### src/rtl/gpio_pkg.sv
package gpio_pkg;
  localparam int SEL_W    = 2;
  localparam int NUM_REGS = 4;

  typedef enum logic [SEL_W-1:0] {
    SEL_PINS   = 2'd0,
    SEL_LATCH  = 2'd1,
    SEL_INVERT = 2'd2,
    SEL_DIR    = 2'd3
  } gpio_sel_e;
endpackage

### src/rtl/gpio_ctrl_regs.sv
module gpio_ctrl_regs
  import gpio_pkg::*;
#(
  parameter int W = 8
) (
  input  logic         clk,
  input  logic         rst_n,
  input  logic         wr_en,
  input  gpio_sel_e    wr_sel,
  input  logic [W-1:0] wr_data,
  output logic [W-1:0] latch_q,
  output logic [W-1:0] invert_q,
  output logic [W-1:0] dir_q,
  output logic [W-1:0] latch_d,
  output logic [W-1:0] dir_d
);
  logic [W-1:0] cur_q [1:NUM_REGS-1];
  logic [W-1:0] nxt   [1:NUM_REGS-1];

  for (genvar r = 1; r < NUM_REGS; r++) begin : g_reg
    localparam logic [W-1:0] RST_VAL = (r == int'(SEL_INVERT)) ? '0 : '1;
    logic hit;
    assign hit    = wr_en && (wr_sel == gpio_sel_e'(r));
    assign nxt[r] = hit ? wr_data : cur_q[r];
    always_ff @(posedge clk) begin
      if (!rst_n) cur_q[r] <= RST_VAL;
      else        cur_q[r] <= nxt[r];
    end
  end

  assign latch_q  = cur_q[SEL_LATCH];
  assign invert_q = cur_q[SEL_INVERT];
  assign dir_q    = cur_q[SEL_DIR];
  assign latch_d  = nxt[SEL_LATCH];
  assign dir_d    = nxt[SEL_DIR];

  // writing the pin view leaves every stored register untouched
  p_pin_view_readonly_r7: assert property (@(posedge clk) disable iff (!rst_n)
    (wr_en && wr_sel == SEL_PINS) |=> ($stable(latch_q) && $stable(invert_q) && $stable(dir_q)));
endmodule

### src/rtl/gpio_pad_drive.sv
module gpio_pad_drive #(
  parameter int W = 8
) (
  input  logic         clk,
  input  logic         rst_n,
  input  logic [W-1:0] latch_d,
  input  logic [W-1:0] dir_d,
  output logic [W-1:0] pad_oe,
  output logic [W-1:0] pad_out
);
  for (genvar i = 0; i < W; i++) begin : g_pin
    always_ff @(posedge clk) begin
      if (!rst_n) begin
        pad_oe[i]  <= 1'b0;
        pad_out[i] <= 1'b0;
      end else begin
        pad_oe[i]  <= ~dir_d[i];
        pad_out[i] <= latch_d[i] & ~dir_d[i];
      end
    end
  end

  // a pin that is not driven never shows a driven-high level
  p_input_pin_quiet_r4: assert property (@(posedge clk) disable iff (!rst_n)
    ((pad_out & ~pad_oe) == '0));
endmodule

### src/rtl/gpio_read_path.sv
module gpio_read_path
  import gpio_pkg::*;
#(
  parameter int W = 8
) (
  input  logic         clk,
  input  logic         rst_n,
  input  logic         sample,
  input  gpio_sel_e    sel,
  input  logic [W-1:0] pin_in,
  input  logic [W-1:0] latch_q,
  input  logic [W-1:0] invert_q,
  input  logic [W-1:0] dir_q,
  output logic [W-1:0] rd_data
);
  logic [W-1:0] mux_val;

  always_comb begin
    unique case (sel)
      SEL_PINS:   mux_val = pin_in ^ invert_q;
      SEL_LATCH:  mux_val = latch_q;
      SEL_INVERT: mux_val = invert_q;
      default:    mux_val = dir_q;
    endcase
  end

  always_ff @(posedge clk) begin
    if (!rst_n)      rd_data <= '0;
    else if (sample) rd_data <= mux_val;
  end

  // the captured byte holds while no capture is requested
  p_capture_hold_r8: assert property (@(posedge clk) disable iff (!rst_n)
    !sample |=> $stable(rd_data));
endmodule

### src/rtl/gpio_port_bank.sv
module gpio_port_bank
  import gpio_pkg::*;
#(
  parameter int WIDTH = 8
) (
  input  logic             clk,
  input  logic             rst_n,
  input  logic [1:0]       reg_sel,
  input  logic             wr_en,
  input  logic [WIDTH-1:0] wr_data,
  input  logic             rd_sample,
  input  logic [WIDTH-1:0] pin_in,
  output logic [WIDTH-1:0] rd_data,
  output logic [WIDTH-1:0] pad_oe,
  output logic [WIDTH-1:0] pad_out
);
  gpio_sel_e        sel;
  logic [WIDTH-1:0] latch_q, invert_q, dir_q, latch_d, dir_d;

  assign sel = gpio_sel_e'(reg_sel);

  gpio_ctrl_regs #(.W(WIDTH)) u_regs (
    .clk(clk), .rst_n(rst_n), .wr_en(wr_en), .wr_sel(sel), .wr_data(wr_data),
    .latch_q(latch_q), .invert_q(invert_q), .dir_q(dir_q),
    .latch_d(latch_d), .dir_d(dir_d)
  );

  gpio_pad_drive #(.W(WIDTH)) u_pads (
    .clk(clk), .rst_n(rst_n), .latch_d(latch_d), .dir_d(dir_d),
    .pad_oe(pad_oe), .pad_out(pad_out)
  );

  gpio_read_path #(.W(WIDTH)) u_read (
    .clk(clk), .rst_n(rst_n), .sample(rd_sample), .sel(sel), .pin_in(pin_in),
    .latch_q(latch_q), .invert_q(invert_q), .dir_q(dir_q), .rd_data(rd_data)
  );

  // a reset edge clears every port-visible output
  p_reset_defaults_r1: assert property (@(posedge clk)
    !rst_n |=> (pad_oe == '0 && pad_out == '0 && rd_data == '0));

  // a direction write sets the output enables on the next edge
  p_dir_write_r3: assert property (@(posedge clk) disable iff (!rst_n)
    (wr_en && reg_sel == 2'd3) |=> (pad_oe == ~$past(wr_data)));

  // a latch write reaches the enabled pads on the next edge
  p_latch_write_r10: assert property (@(posedge clk) disable iff (!rst_n)
    (wr_en && reg_sel == 2'd1) |=> (pad_out == ($past(wr_data) & pad_oe)));
endmodule

### config.mk
export PLATFORM = sky130hd
export DESIGN_NAME = gpio_port_bank
export DESIGN_NICKNAME = d
export VERILOG_FILES = /design/src/rtl/gpio_pkg.sv /design/src/rtl/gpio_ctrl_regs.sv /design/src/rtl/gpio_pad_drive.sv /design/src/rtl/gpio_read_path.sv /design/src/rtl/gpio_port_bank.sv
export SDC_FILE = /design/constraint.sdc
export NUM_CORES = 1
export LEC_CHECK = 0
export ABC_CLOCK_PERIOD_IN_PS = 1600
export BUFFER_PORTS_ARGS = -buffer_cell sky130_fd_sc_hd__buf_2
export CAP_MARGIN = 20
export CELL_PAD_IN_SITES_DETAIL_PLACEMENT = 0
export CELL_PAD_IN_SITES_GLOBAL_PLACEMENT = 1
export CORE_MARGIN = 2
export CORE_UTILIZATION = 26
export DETAILED_ROUTE_END_ITERATION = 7
export PLACE_DENSITY = 0.63
export RECOVER_POWER = 100
export SLEW_MARGIN = 20
export SYNTH_ARGS = -nofsm -noshare
export SYNTH_HDL_FRONTEND = slang
export SYNTH_SLANG_ARGS = --single-unit
### constraint.sdc
create_clock -name clk -period 1.6 [get_ports clk]
set_clock_uncertainty 0.05 [all_clocks]
set_input_delay 0.48 -clock clk [delete_from_list [all_inputs] [get_ports clk]]
set_output_delay 0.48 -clock clk [all_outputs]
set_load 0.02 [all_outputs]
==> reports/qor.csv <==
metric;value;unit
status;finished, final reports clean;
vias_per_cell;4.10;
vdd_drop_max;0.000485;V
slowest_delay;0.37;ns
grt_pass1_wl;6190;µm
rsz0062_at_grt;false;
cts_root_buffer;clkbuf_8;
setup_viol;0;
r2r-start;u_regs.cur_q[0][26]$_SDFF_PN1_;
use_met2;15.3;%
cts_tree;yes;
clock_latency;0.30;ns
r2r_end;u_read.rd_data[2]$_SDFFE_PN0P_;
drive_above_1_share;15.7;%
multi_input_area;815;µm²
hold_class;in -> reg;
drt_iter0_drc;23;
routed_wirelength;4080;µm
grt-ovfl-total;0;
area_delta_synth_final;20.6;%
grtUsageMet3;3.14;%
ys_ff_latch;48;
synth.largest_area_cell;dfxtp_1;
tightest_slew;0.359;ns
fmax;691;MHz
worstPathCellList;clkbuf_1;
power.total;2.29;mW
die_area;7960;µm²
placed_cells_incl_taps;326;
synth_top_area_share;50.9;%
grtUsageTotal;10.4;%
grt_pass1_vias;1227;
gp_congestion;0.687;
max_slew_margin;76.1;%
top_usage_layer;met2;
die_h;89.2;µm
utilization;31.9;%
cp_slowest_cell;dfxtp_1;
initial_utilization;26.5;%
numPortBuffers;45;
die_w;89.2;µm
place_hpwl;3010;µm
h-tree-depth;2;
hold_end;u_regs.cur_q[0][8]$_SDFF_PN1_;
num-fill-cells;813;
hold_violations;0;
vias;1368;
cts-resized-gates;0;
synth.cell_area;1890;µm²
arrival;0.92;ns
cts.path.max_buffers;2;
worstSetupPathType;reg -> out;
holdWs;0.407;ns
crit_required;1.07;ns
drv_slew;0;
seq_area;961;µm²
syn_nets;205;
crit_fanout;2;
route.detailed.drc;0;
finalNonFillerCells;334;
cts.sinks;48;
hold_start;wr_data[0];
holdPathStages;3;
dr.pass1.iters;6;
rr_worst_depth;4;
crit_buf_inv;1;
fin_crit_sh;90.5;%
fp.coreArea;7140;µm²
fin_setup_tns;0;ns
ios;46;
cp-start-kind;flop;
grt_max_degree;21;
fin_crit;1.45;ns
rows;31;
post_cts_buffers;0;
yosysSeqAreaShare;50.9;%
final_nets;256;
cts_buffers;5;
powerDensity;1010;nW/µm²
cts_hold_buf;0;
endpoint_kind;output pin;
syn_inst;183;
ys_top_cells_by_area;dfxtp_1, mux2i_1, nand2_1;
postSynthAreaPerCell;10.3;µm²
maxCapViolCount;0;
wl_per_cell;12.2;µm
met1_usage;14.2;%
ys_types;17;
ant_nets;0;
clk_pin_slew;0.09;ns
diodes;0;
ys_warn_count;0;
rrSetupSlack;0.69;ns
p_leak;1.11;nW
antenna_found_initial;0;
cp_top_family;flip-flops;
==> kinds of logic after synthesis <==
logic type / count (synthesis) / synth area share [%]
AND/OR/NAND/NOR: 68 / 19.3
flip-flops: 48 / 50.9
multiplexers: 32 / 17.0
buffers and inverters: 19 / 6.03
AO/OA/AOI/OAI: 8 / 3.18
XOR/XNOR: 8 / 3.71
==> through the flow <==
stage / setup WS [ns] / cell area [µm²]
2_1_floorplan: 0.261 / 1890
3_3_place_gp: 0.124 / 2240
3_5_place_dp: 0.0819 / 2240
4_1_cts: 0.213 / 2330
5_1_grt: 0.0961 / 2280
6_report: 0.153 / 2280
==> area by class of cell <==
type | instances | share of cell area, %
Sequential cell | 48 | 42.2
Inverter | 8 | 1.32
Clock buffer | 8 | 3.95
Timing Repair Buffer | 55 | 11.4
Multi-Input combinational cell | 116 | 35.7
Tap cell | 99 | 5.44
==> flip-flops by register name, indices dropped and copies added (netlist names) <==
name,flops
u_regs.cur_q,24
u_pads.pad_out,8
u_read.rd_data,8
u_pads.pad_oe,8
==> tightest hold or removal path: cells and delay by family <==
family | cells | cell delay [ns]
muxes | 1 | 0.08
and+or+nand+nor | 1 | 0.07
buffers and inverters | 1 | 0.10
==> cells in the mapped netlist <==
| cell | count |
|---|---|
| nand3_4 | 1 |
| nand3b_1 | 10 |
| nand2b_1 | 6 |
| inv_1 | 8 |
| buf_4 | 3 |
| clkbuf_1 | 5 |
| buf_12 | 1 |
| nor2b_1 | 8 |
| dfxtp_1 | 48 |
| xnor2_1 | 8 |
| nor2_1 | 8 |
| buf_6 | 2 |
| nand2b_4 | 2 |
| nand2_1 | 32 |
| and2_1 | 1 |
| mux2i_1 | 32 |
| o211ai_1 | 8 |
==> power breakdown <==
| part | total (mW) | switching [mW] | leakage, nW | internal, mW |
|---|---|---|---|---|
| logic | 0.268 | 0.156 | 0.671 | 0.112 |
| clock network | 0.757 | 0.404 | 0.0455 | 0.353 |
| registers | 1.27 | 0.0236 | 0.392 | 1.24 |
| total | 2.29 | 0.583 | 1.11 | 1.71 |
==> per-layer routing <==
| layer | routed length, µm | vias to the layer above | share of wire, % |
|---|---|---|---|
| met5 | 0 | - | 0 |
| met4 | 83 | 0 | 2.0 |
| met3 | 217 | 5 | 5.3 |
| met1 | 1990 | 633 | 49 |
| li1 | - | 699 | - |
| met2 | 1780 | 31 | 44 |
==> cells in the final DEF, fill, tap and decap left out, types with 7 or more instances in the layout <==
master    netlist  final
o211ai_1        8      8
xnor2_1         8      8
buf_2           0     20
buf_4           3      7
nor2_1          8      8
nand2_1        32     32
inv_1           8      8
clkbuf_1        5     29
mux2i_1        32     32
nor2b_1         8      8
dfxtp_1        48     48
nand3b_1       10     10
==> worst max-delay path by stage <==
stage,slack [ns],depth (start not counted),endpoint,from
floorplan,0.26,6,u_read.rd_data[6]$_SDFFE_PN0P_,reg_sel[1]
global placement,0.12,6,u_read.rd_data[1]$_SDFFE_PN0P_,reg_sel[1]
detailed placement,0.08,6,u_read.rd_data[1]$_SDFFE_PN0P_,reg_sel[1]
CTS,0.21,1,rd_data[5],u_read.rd_data[5]$_SDFFE_PN0P_
global route,0.1,5,u_regs.cur_q[0][17]$_SDFFE_PN0P_,reg_sel[0]
finish,0.15,1,rd_data[5],u_read.rd_data[5]$_SDFFE_PN0P_
(Power assumes the default switching activity.)
